## config.mk

```make
export PLATFORM = sky130hd
export DESIGN_NAME = i2c_tgt_ctl
export DESIGN_NICKNAME = d
export VERILOG_FILES = /design/src/rtl/i2c_tgt_pkg.sv /design/src/rtl/i2c_tgt_sync.sv /design/src/rtl/i2c_tgt_match.sv /design/src/rtl/i2c_tgt_stretch.sv /design/src/rtl/i2c_tgt_ctl.sv
export SDC_FILE = /design/constraint.sdc
export NUM_CORES = 1
export LEC_CHECK = 0
export BUFFER_PORTS_ARGS = -buffer_cell sky130_fd_sc_hd__buf_2
export CORE_UTILIZATION = 33
export DETAILED_ROUTE_END_ITERATION = 6
export SYNTH_ARGS = -nofsm -noshare
export SYNTH_HDL_FRONTEND = slang
export SYNTH_HIERARCHICAL = 1
export SYNTH_SLANG_ARGS = --single-unit
```

## constraint.sdc

```tcl
create_clock -name clk -period 3.2 [get_ports clk]
set_input_delay 0.48 -clock clk [delete_from_list [all_inputs] [get_ports clk]]
set_output_delay 0.48 -clock clk [all_outputs]
set_load 0.01 [all_outputs]
```

## src/rtl/i2c_tgt_pkg.sv

```systemverilog
package i2c_tgt_pkg;
  localparam int unsigned BYTE_W = 8;
  localparam int unsigned ADDR_W = BYTE_W - 1;
  localparam int unsigned CNT_W  = $clog2(BYTE_W) + 1;

  typedef enum logic [3:0] {
    ST_IDLE,
    ST_ADDR,
    ST_AACK,
    ST_RX,
    ST_RXHOLD,
    ST_RXACK,
    ST_TX,
    ST_TXACK,
    ST_TXHOLD,
    ST_WAIT
  } tgt_state_e;
endpackage

```

## src/rtl/i2c_tgt_sync.sv

```systemverilog
module i2c_tgt_sync #(
  parameter int unsigned STAGES = 2
) (
  input  logic clk,
  input  logic rst_n,
  input  logic scl_i,
  input  logic sda_i,
  output logic rst_sn,
  output logic scl_s,
  output logic sda_s,
  output logic scl_rise,
  output logic scl_fall,
  output logic start_ev,
  output logic stop_ev
);
  logic [1:0]        rst_pipe;
  logic [STAGES-1:0] scl_pipe;
  logic [STAGES-1:0] sda_pipe;
  logic              scl_q;
  logic              sda_q;

  // reset asserts at once, leaves on a clock edge
  always_ff @(posedge clk or negedge rst_n) begin
    if (!rst_n) rst_pipe <= '0;
    else        rst_pipe <= {rst_pipe[0], 1'b1};
  end
  assign rst_sn = rst_pipe[1];

  always_ff @(posedge clk or negedge rst_sn) begin
    if (!rst_sn) begin
      scl_pipe <= '1;
      sda_pipe <= '1;
      scl_q    <= 1'b1;
      sda_q    <= 1'b1;
    end else begin
      scl_pipe <= {scl_pipe[STAGES-2:0], scl_i};
      sda_pipe <= {sda_pipe[STAGES-2:0], sda_i};
      scl_q    <= scl_pipe[STAGES-1];
      sda_q    <= sda_pipe[STAGES-1];
    end
  end

  assign scl_s    = scl_pipe[STAGES-1];
  assign sda_s    = sda_pipe[STAGES-1];
  assign scl_rise = scl_s & ~scl_q;
  assign scl_fall = ~scl_s & scl_q;
  assign start_ev = scl_s & scl_q & sda_q & ~sda_s;
  assign stop_ev  = scl_s & scl_q & ~sda_q & sda_s;
endmodule

```

## src/rtl/i2c_tgt_match.sv

```systemverilog
module i2c_tgt_match
  import i2c_tgt_pkg::*;
(
  input  logic [BYTE_W-1:0] addr_byte,
  input  logic [ADDR_W-1:0] own_addr,
  input  logic              match_any,
  output logic              hit
);
  logic own_hit;
  logic gcall_hit;

  assign own_hit   = (addr_byte[BYTE_W-1:1] == own_addr);
  assign gcall_hit = (addr_byte[BYTE_W-1:1] == '0);
  assign hit       = match_any | own_hit | gcall_hit;
endmodule

```

## src/rtl/i2c_tgt_stretch.sv

```systemverilog
module i2c_tgt_stretch (
  input  logic clk,
  input  logic rst_n,
  input  logic pend,
  input  logic scl_s,
  output logic scl_pull
);
  logic pull_d;

  // start holding only once the controller has taken SCL low
  always_comb pull_d = pend & (scl_pull | ~scl_s);

  always_ff @(posedge clk or negedge rst_n) begin
    if (!rst_n) scl_pull <= 1'b0;
    else        scl_pull <= pull_d;
  end

  AST_HOLD_NEEDS_FLAG: assert property (@(posedge clk) disable iff (!rst_n)
    scl_pull |-> $past(pend)) else $error("hold without flag");
endmodule

```

## src/rtl/i2c_tgt_ctl.sv

```systemverilog
module i2c_tgt_ctl
  import i2c_tgt_pkg::*;
#(
  parameter int unsigned SYNC_STAGES = 2
) (
  input  logic              clk,
  input  logic              rst_n,
  input  logic              scl_i,
  input  logic              sda_i,
  output logic              scl_pull_o,
  output logic              sda_pull_o,
  input  logic [ADDR_W-1:0] own_addr_i,
  input  logic              match_any_i,
  input  logic              host_wr_i,
  input  logic [BYTE_W-1:0] host_wdata_i,
  input  logic              resp_i,
  input  logic              resp_nack_i,
  output logic [BYTE_W-1:0] rdata_o,
  output logic              flag_as_o,
  output logic              flag_data_o,
  output logic              st_dir_o,
  output logic              st_stop_o,
  output logic              st_rxnack_o,
  output logic              st_hold_o,
  output logic              st_coll_o,
  output logic              st_berr_o
);
  logic rst_sn, scl_s, sda_s, scl_rise, scl_fall, start_ev, stop_ev;
  logic hit, scl_pull, pend, resp_ok, last_bit, addr_hit;
  logic [BYTE_W-1:0] byte_in;

  tgt_state_e        state_q, state_d;
  logic [CNT_W-1:0]  bitcnt_q, bitcnt_d;
  logic [BYTE_W-1:0] shreg_q, shreg_d, data_q, data_d;
  logic sda_q, sda_d, apf_q, apf_d, dif_q, dif_d, stopf_q, stopf_d;
  logic dir_q, dir_d, nacked_q, nacked_d, addressed_q, addressed_d;
  logic rxnack_q, rxnack_d, coll_q, coll_d, berr_q, berr_d;

  i2c_tgt_sync #(.STAGES(SYNC_STAGES)) u_sync (
    .clk(clk), .rst_n(rst_n), .scl_i(scl_i), .sda_i(sda_i), .rst_sn(rst_sn),
    .scl_s(scl_s), .sda_s(sda_s), .scl_rise(scl_rise), .scl_fall(scl_fall),
    .start_ev(start_ev), .stop_ev(stop_ev)
  );

  assign byte_in  = {shreg_q[BYTE_W-2:0], sda_s};
  assign last_bit = (bitcnt_q == CNT_W'(BYTE_W - 1));

  i2c_tgt_match u_match (
    .addr_byte(byte_in), .own_addr(own_addr_i), .match_any(match_any_i), .hit(hit)
  );

  assign pend     = (apf_q & ~stopf_q) | dif_q;
  assign resp_ok  = resp_i & (scl_pull | (apf_q & stopf_q));
  assign addr_hit = (state_q == ST_ADDR) & scl_rise & last_bit & hit;

  i2c_tgt_stretch u_stretch (
    .clk(clk), .rst_n(rst_sn), .pend(pend), .scl_s(scl_s), .scl_pull(scl_pull)
  );

  always_comb begin
    state_d = state_q;  bitcnt_d = bitcnt_q;  shreg_d = shreg_q;  data_d = data_q;
    sda_d = sda_q;  apf_d = apf_q;  dif_d = dif_q;  stopf_d = stopf_q;  dir_d = dir_q;
    nacked_d = nacked_q;  addressed_d = addressed_q;  rxnack_d = rxnack_q;
    coll_d = coll_q;  berr_d = berr_q;
    if (host_wr_i) data_d = host_wdata_i;
    if (resp_ok) begin
      apf_d = 1'b0; dif_d = 1'b0; stopf_d = 1'b0;
    end
    case (state_q)
      ST_ADDR: if (scl_rise) begin
        shreg_d  = byte_in;
        bitcnt_d = bitcnt_q + CNT_W'(1);
        if (last_bit) begin
          if (hit) begin
            data_d = byte_in; dir_d = byte_in[0]; apf_d = 1'b1; stopf_d = 1'b0;
            addressed_d = 1'b1; state_d = ST_AACK;
          end else begin
            addressed_d = 1'b0; state_d = ST_WAIT;
          end
        end
      end
      ST_AACK: if (scl_fall) begin
        if (!sda_q) sda_d = 1'b1;
        else begin
          sda_d    = dir_q ? ~data_q[BYTE_W-1] : 1'b0;
          shreg_d  = {data_q[BYTE_W-2:0], 1'b0};
          bitcnt_d = '0;
          state_d  = dir_q ? ST_TX : ST_RX;
        end
      end
      ST_RX: if (scl_rise) begin
        shreg_d  = byte_in;
        bitcnt_d = bitcnt_q + CNT_W'(1);
        if (last_bit) begin
          data_d = byte_in; dif_d = 1'b1; state_d = ST_RXHOLD;
        end
      end
      ST_RXHOLD: if (resp_ok) begin
        sda_d = ~resp_nack_i; nacked_d = resp_nack_i; state_d = ST_RXACK;
      end
      ST_RXACK: if (scl_fall) begin
        sda_d = 1'b0; bitcnt_d = '0;
        state_d = nacked_q ? ST_WAIT : ST_RX;
      end
      ST_TX: begin
        if (scl_rise) begin
          if (!sda_q && !sda_s) begin
            coll_d = 1'b1; state_d = ST_WAIT;
          end else bitcnt_d = bitcnt_q + CNT_W'(1);
        end else if (scl_fall) begin
          if (bitcnt_q == CNT_W'(BYTE_W)) begin
            sda_d = 1'b0; state_d = ST_TXACK;
          end else begin
            sda_d   = ~shreg_q[BYTE_W-1];
            shreg_d = {shreg_q[BYTE_W-2:0], 1'b0};
          end
        end
      end
      ST_TXACK: if (scl_rise) begin
        rxnack_d = sda_s;
        if (sda_s) state_d = ST_WAIT;
        else begin
          dif_d = 1'b1; state_d = ST_TXHOLD;
        end
      end
      ST_TXHOLD: if (resp_ok) begin
        sda_d    = ~data_q[BYTE_W-1];
        shreg_d  = {data_q[BYTE_W-2:0], 1'b0};
        bitcnt_d = '0;
        state_d  = ST_TX;
      end
      default: ;
    endcase
    if (stop_ev) begin
      state_d = ST_IDLE; sda_d = 1'b0;
      if (state_q == ST_ADDR && bitcnt_q == '0) berr_d = 1'b1;
      if (addressed_q) begin
        apf_d = 1'b1; stopf_d = 1'b1; addressed_d = 1'b0;
      end
    end
    if (start_ev) begin
      state_d = ST_ADDR; bitcnt_d = '0; sda_d = 1'b0;
      berr_d = 1'b0; coll_d = 1'b0; rxnack_d = 1'b0;
    end
  end

  always_ff @(posedge clk or negedge rst_sn) begin
    if (!rst_sn) begin
      state_q <= ST_IDLE;  bitcnt_q <= '0;  shreg_q <= '0;  data_q <= '0;
      sda_q <= 1'b0;  apf_q <= 1'b0;  dif_q <= 1'b0;  stopf_q <= 1'b0;  dir_q <= 1'b0;
      nacked_q <= 1'b0;  addressed_q <= 1'b0;  rxnack_q <= 1'b0;
      coll_q <= 1'b0;  berr_q <= 1'b0;
    end else begin
      state_q <= state_d;  bitcnt_q <= bitcnt_d;  shreg_q <= shreg_d;  data_q <= data_d;
      sda_q <= sda_d;  apf_q <= apf_d;  dif_q <= dif_d;  stopf_q <= stopf_d;  dir_q <= dir_d;
      nacked_q <= nacked_d;  addressed_q <= addressed_d;  rxnack_q <= rxnack_d;
      coll_q <= coll_d;  berr_q <= berr_d;
    end
  end

  assign scl_pull_o  = scl_pull;
  assign sda_pull_o  = sda_q;
  assign rdata_o     = data_q;
  assign flag_as_o   = apf_q;
  assign flag_data_o = dif_q;
  assign st_dir_o    = dir_q;
  assign st_stop_o   = stopf_q;
  assign st_rxnack_o = rxnack_q;
  assign st_hold_o   = scl_pull;
  assign st_coll_o   = coll_q;
  assign st_berr_o   = berr_q;

  AST_APF_CAUSE: assert property (@(posedge clk) disable iff (!rst_sn)
    $rose(apf_q) |-> $past(stop_ev || addr_hit)) else $error("flag without cause");
  AST_BERR_AT_STOP: assert property (@(posedge clk) disable iff (!rst_sn)
    $rose(berr_q) |-> $past(stop_ev)) else $error("bus error without stop");
  AST_COLL_QUIET: assert property (@(posedge clk) disable iff (!rst_sn)
    coll_q |-> !sda_q) else $error("driving after collision");
  AST_WAIT_QUIET: assert property (@(posedge clk) disable iff (!rst_sn)
    (state_q == ST_WAIT) |-> !sda_q) else $error("driving while ignoring");
endmodule

```

==> out/metrics.cfg <==
[timing]
finalMaxSlewViolations = 0
worst_slew_pin_slew_ps = 901
clock_skew_ps = 8.11
hold_slack_ps = 268
fmax_ghz = 0.406
relSlewSlack = 0.400
rsz0062_at_grt = false
period_share = 0.769
min_period_ps = 2460
finalSetupTns_ps = 0
finalSetupViolations = 0
hold_violations = 0

[yosys]
syn_inst = 265
synth_seq_cells = 43
synth-xor-area-share = 0.0261
seq_area_frac_synth = 0.403
avgSynthCellArea_um2 = 10.1
netlist_area_mm2 = 0.00269
async_flop_share = 1.00
synth_ff_type = dfrtp_1
synth_cell_types = 69
synth_edf_count = 0
yosys-mux-area-fraction = 0.127
synth-compound-area-share = 0.179
ys_warn_count = 6
syn-num-nets = 290
synthSimpleGateAreaFrac = 0.200
synth_top_family_by_area = simple AND/OR/NAND/NOR gates
synth-adder-area-share = 0.00931

[clock_tree]
post_cts.repair.setup_buffers = 0
cts-root-buf = clkbuf_8
ctsHoldBuffers = 1
cts-buffers-inserted = 5
htreeDepth = 2
clockBufferDepth = 2
clk_pin_slew_ps = 90
cts_sinks = 43
worstSkewPairLatency_ps = 300
cts-resized-gates = 0
cts_tree = built

[placement]
dpl_cell_area_mm2 = 0.00299
routabilityCongestion = 0.908
hpwlAfterDp_um = 4660
numPortBuffers = 40

[drt]
drtPass1Iterations = 5
drt_iter0_markers = 126
drc = 0
wire_per_inst_um = 15.6
drt-vias-per-instance = 5.36
vias = 2199
ant_nets = 0
routed_wl_um = 6390

[pwr]
leakagePower_nw = 1.38
ir_drop_uv = 327
pwr-share-comb = 0.473
power.switching_mw = 1.05
clock_power_share = 0.164
p_sw_frac = 0.401
seqPwrFrac = 0.363
cellPowerDensity_mw_per_mm2 = 838
p_int_mw = 1.56

[finish]
multi_input_area_mm2 = 0.00146
final_cell_area_mm2 = 0.00311
seq_area_mm2 = 0.00108
diodes = 0
nFillCells = 792
syn2layout_area_growth_pct = 15.8
drive_gt1_frac = 0.308
final_nets = 332

[setup_path]
cp-end-kind = flip-flop
path_class = reg -> reg
cp_top_family = flip-flops
critPathMaxStageDelay_ps = 840
worstReg2RegStart = state_q[1]
cp_cell_sequence = or3b_4, a21boi_0, o31a_1, and3_1, a311o_1
critical_path.slowest_cell = dfrtp_1
path_buf_inv = 0
cp_data_arrival_time_ps = 2640
crit_fanout = 23
cp.required_ps = 3380
crit_path_start_kind = flip-flop
crit_start = state_q[1]

[die]
coreArea_mm2 = 0.00781
dieArea_mm2 = 0.00851
rows = 32
start_util = 0.344
die_w_um = 92.3
dieHeight_um = 92.3
pin_count = 41

[global_routing]
antenna_found_initial = 0
use_met2 = 0.260
grt_max_degree = 42
grt_pass1_vias = 2135
grt_pass1_wl_um = 10700
grt.busiest_layer = met2
grt_usage = 0.162
grtUsageMet3 = 0.0307
gr-usage-met1 = 0.212
grt-ovfl-total = 0

[worst_hold_path]
hp-class = in -> reg
hold_path.startpoint = sda_i

[run]
cap_violations = 0

[status]
outcome = finished, final reports clean

==> stage by stage <==
stage	power [mW]	setup slack, ps	util	cells
after floorplan	1.91	939	-	265
after global placement	2.17	826	0.383	401
after detailed placement	2.19	779	0.383	401
after CTS	2.63	767	0.399	410
after global routing	2.80	603	0.399	410
final	2.61	738	0.399	410
==> cells in the final DEF (no fill, tap or decap), drive strengths merged, types with 2 or more instances in the layout <==
cell and instances:
a21o 3, and3 4, or2 2, and3b 2, and4b 2, o32ai 2, xnor2 4, a22oi 2
nor3 7, nor4 2, nor2b 5, dfstp 6, nand3 7, mux2i 12, a32o 3, nand4 3
nor4b 2, mux2 17, a21oi 14, nand2b 9, xor2 4, a21boi 4, a311oi 2, nand3b 2
inv 10, clkbuf 6, ha 2, o211ai 3, buf 51, nor2 15, nor3b 3, dfrtp 37
a22o 2, nand4b 2, o21ai 13, nand2 24
==> kinds of logic (layout without fill, tap and decap cells) <==
family / Yosys count / count (layout)
buffers and inverters: 27 / 70
and+or+nand+nor: 94 / 94
muxes: 29 / 29
AOI/OAI and AO/OA: 61 / 61
other: 1 / 1
xor gates and xnor gates: 8 / 8
adders and majority gates: 2 / 2
DFF: 43 / 43
==> worst paths after layout <==
| kind | end | cells after the start | slack (ps) |
|---|---|---|---|
| min reg2reg | u_sync/scl_pipe[1] | 0 | 360 |
| max | state_q[0] | 5 | 740 |
| min in group asynchronous | flag_as_o | 0 | 400 |
| max reg2reg | state_q[0] | 5 | 740 |
| max in group asynchronous | state_q[3] | 0 | 2230 |
| min | u_sync/sda_pipe[0] | 1 | 270 |
==> power groups by stage <==
| stage | Sequential [mW] | Clock [mW] | Combinational (mW) |
|---|---|---|---|
| after floorplan | 0.829 | 0 | 1.08 |
| after global placement | 0.952 | 0 | 1.22 |
| after detailed placement | 0.954 | 0 | 1.23 |
| after CTS | 0.946 | 0.445 | 1.24 |
| after global routing | 0.984 | 0.466 | 1.35 |
| final | 0.947 | 0.428 | 1.24 |
==> flip-flops by register name, summed over array words and instances, names as in the netlist, 2 cells and up <==
name,count
state_q,4
rdata_o,8
bitcnt_q,4
u_sync/scl_pipe,2
u_sync/rst_pipe,2
shreg_q,8
u_sync/sda_pipe,2
==> worst reg2reg max path, cell delays in order, from the launching register on <==
cell	delay, ps
dfrtp_1	840
or3b_4	480
a21boi_0	130
o31a_1	310
and3_1	250
a311o_1	330
==> synthesized netlist by cell type, drive strengths merged, types with 5 or more instances <==
cell type  count  area (µm²)
buf            9        72.6
nor2b          5        38.8
mux2          17         221
inv           10        37.5
a21oi         14        73.8
dfstp          6         158
clkbuf         8        35.0
o21ai         13        65.1
nand2b         9        56.3
nor2          15        56.3
nand2         24        90.1
nand3          7        35.0
dfrtp         37         926
mux2i         12         120
nor3           7        35.0
==> layer usage <==
metal | vias to the layer above | share of wire
li1 | 1039 | -
met1 | 1064 | 0.45
met2 | 84 | 0.47
met3 | 12 | 0.054
met4 | 0 | 0.021
met5 | - | 0
==> cell type report <==
cell class | instances | area share
Clock buffer | 6 | 0.0233
Clock inverter | 2 | 0.0121
Inverter | 10 | 0.0121
Multi-Input combinational cell | 195 | 0.469
Sequential cell | 43 | 0.348
Tap cell | 102 | 0.0410
Timing Repair Buffer | 52 | 0.0941
Note: power is estimated with default switching activity, not from simulation.
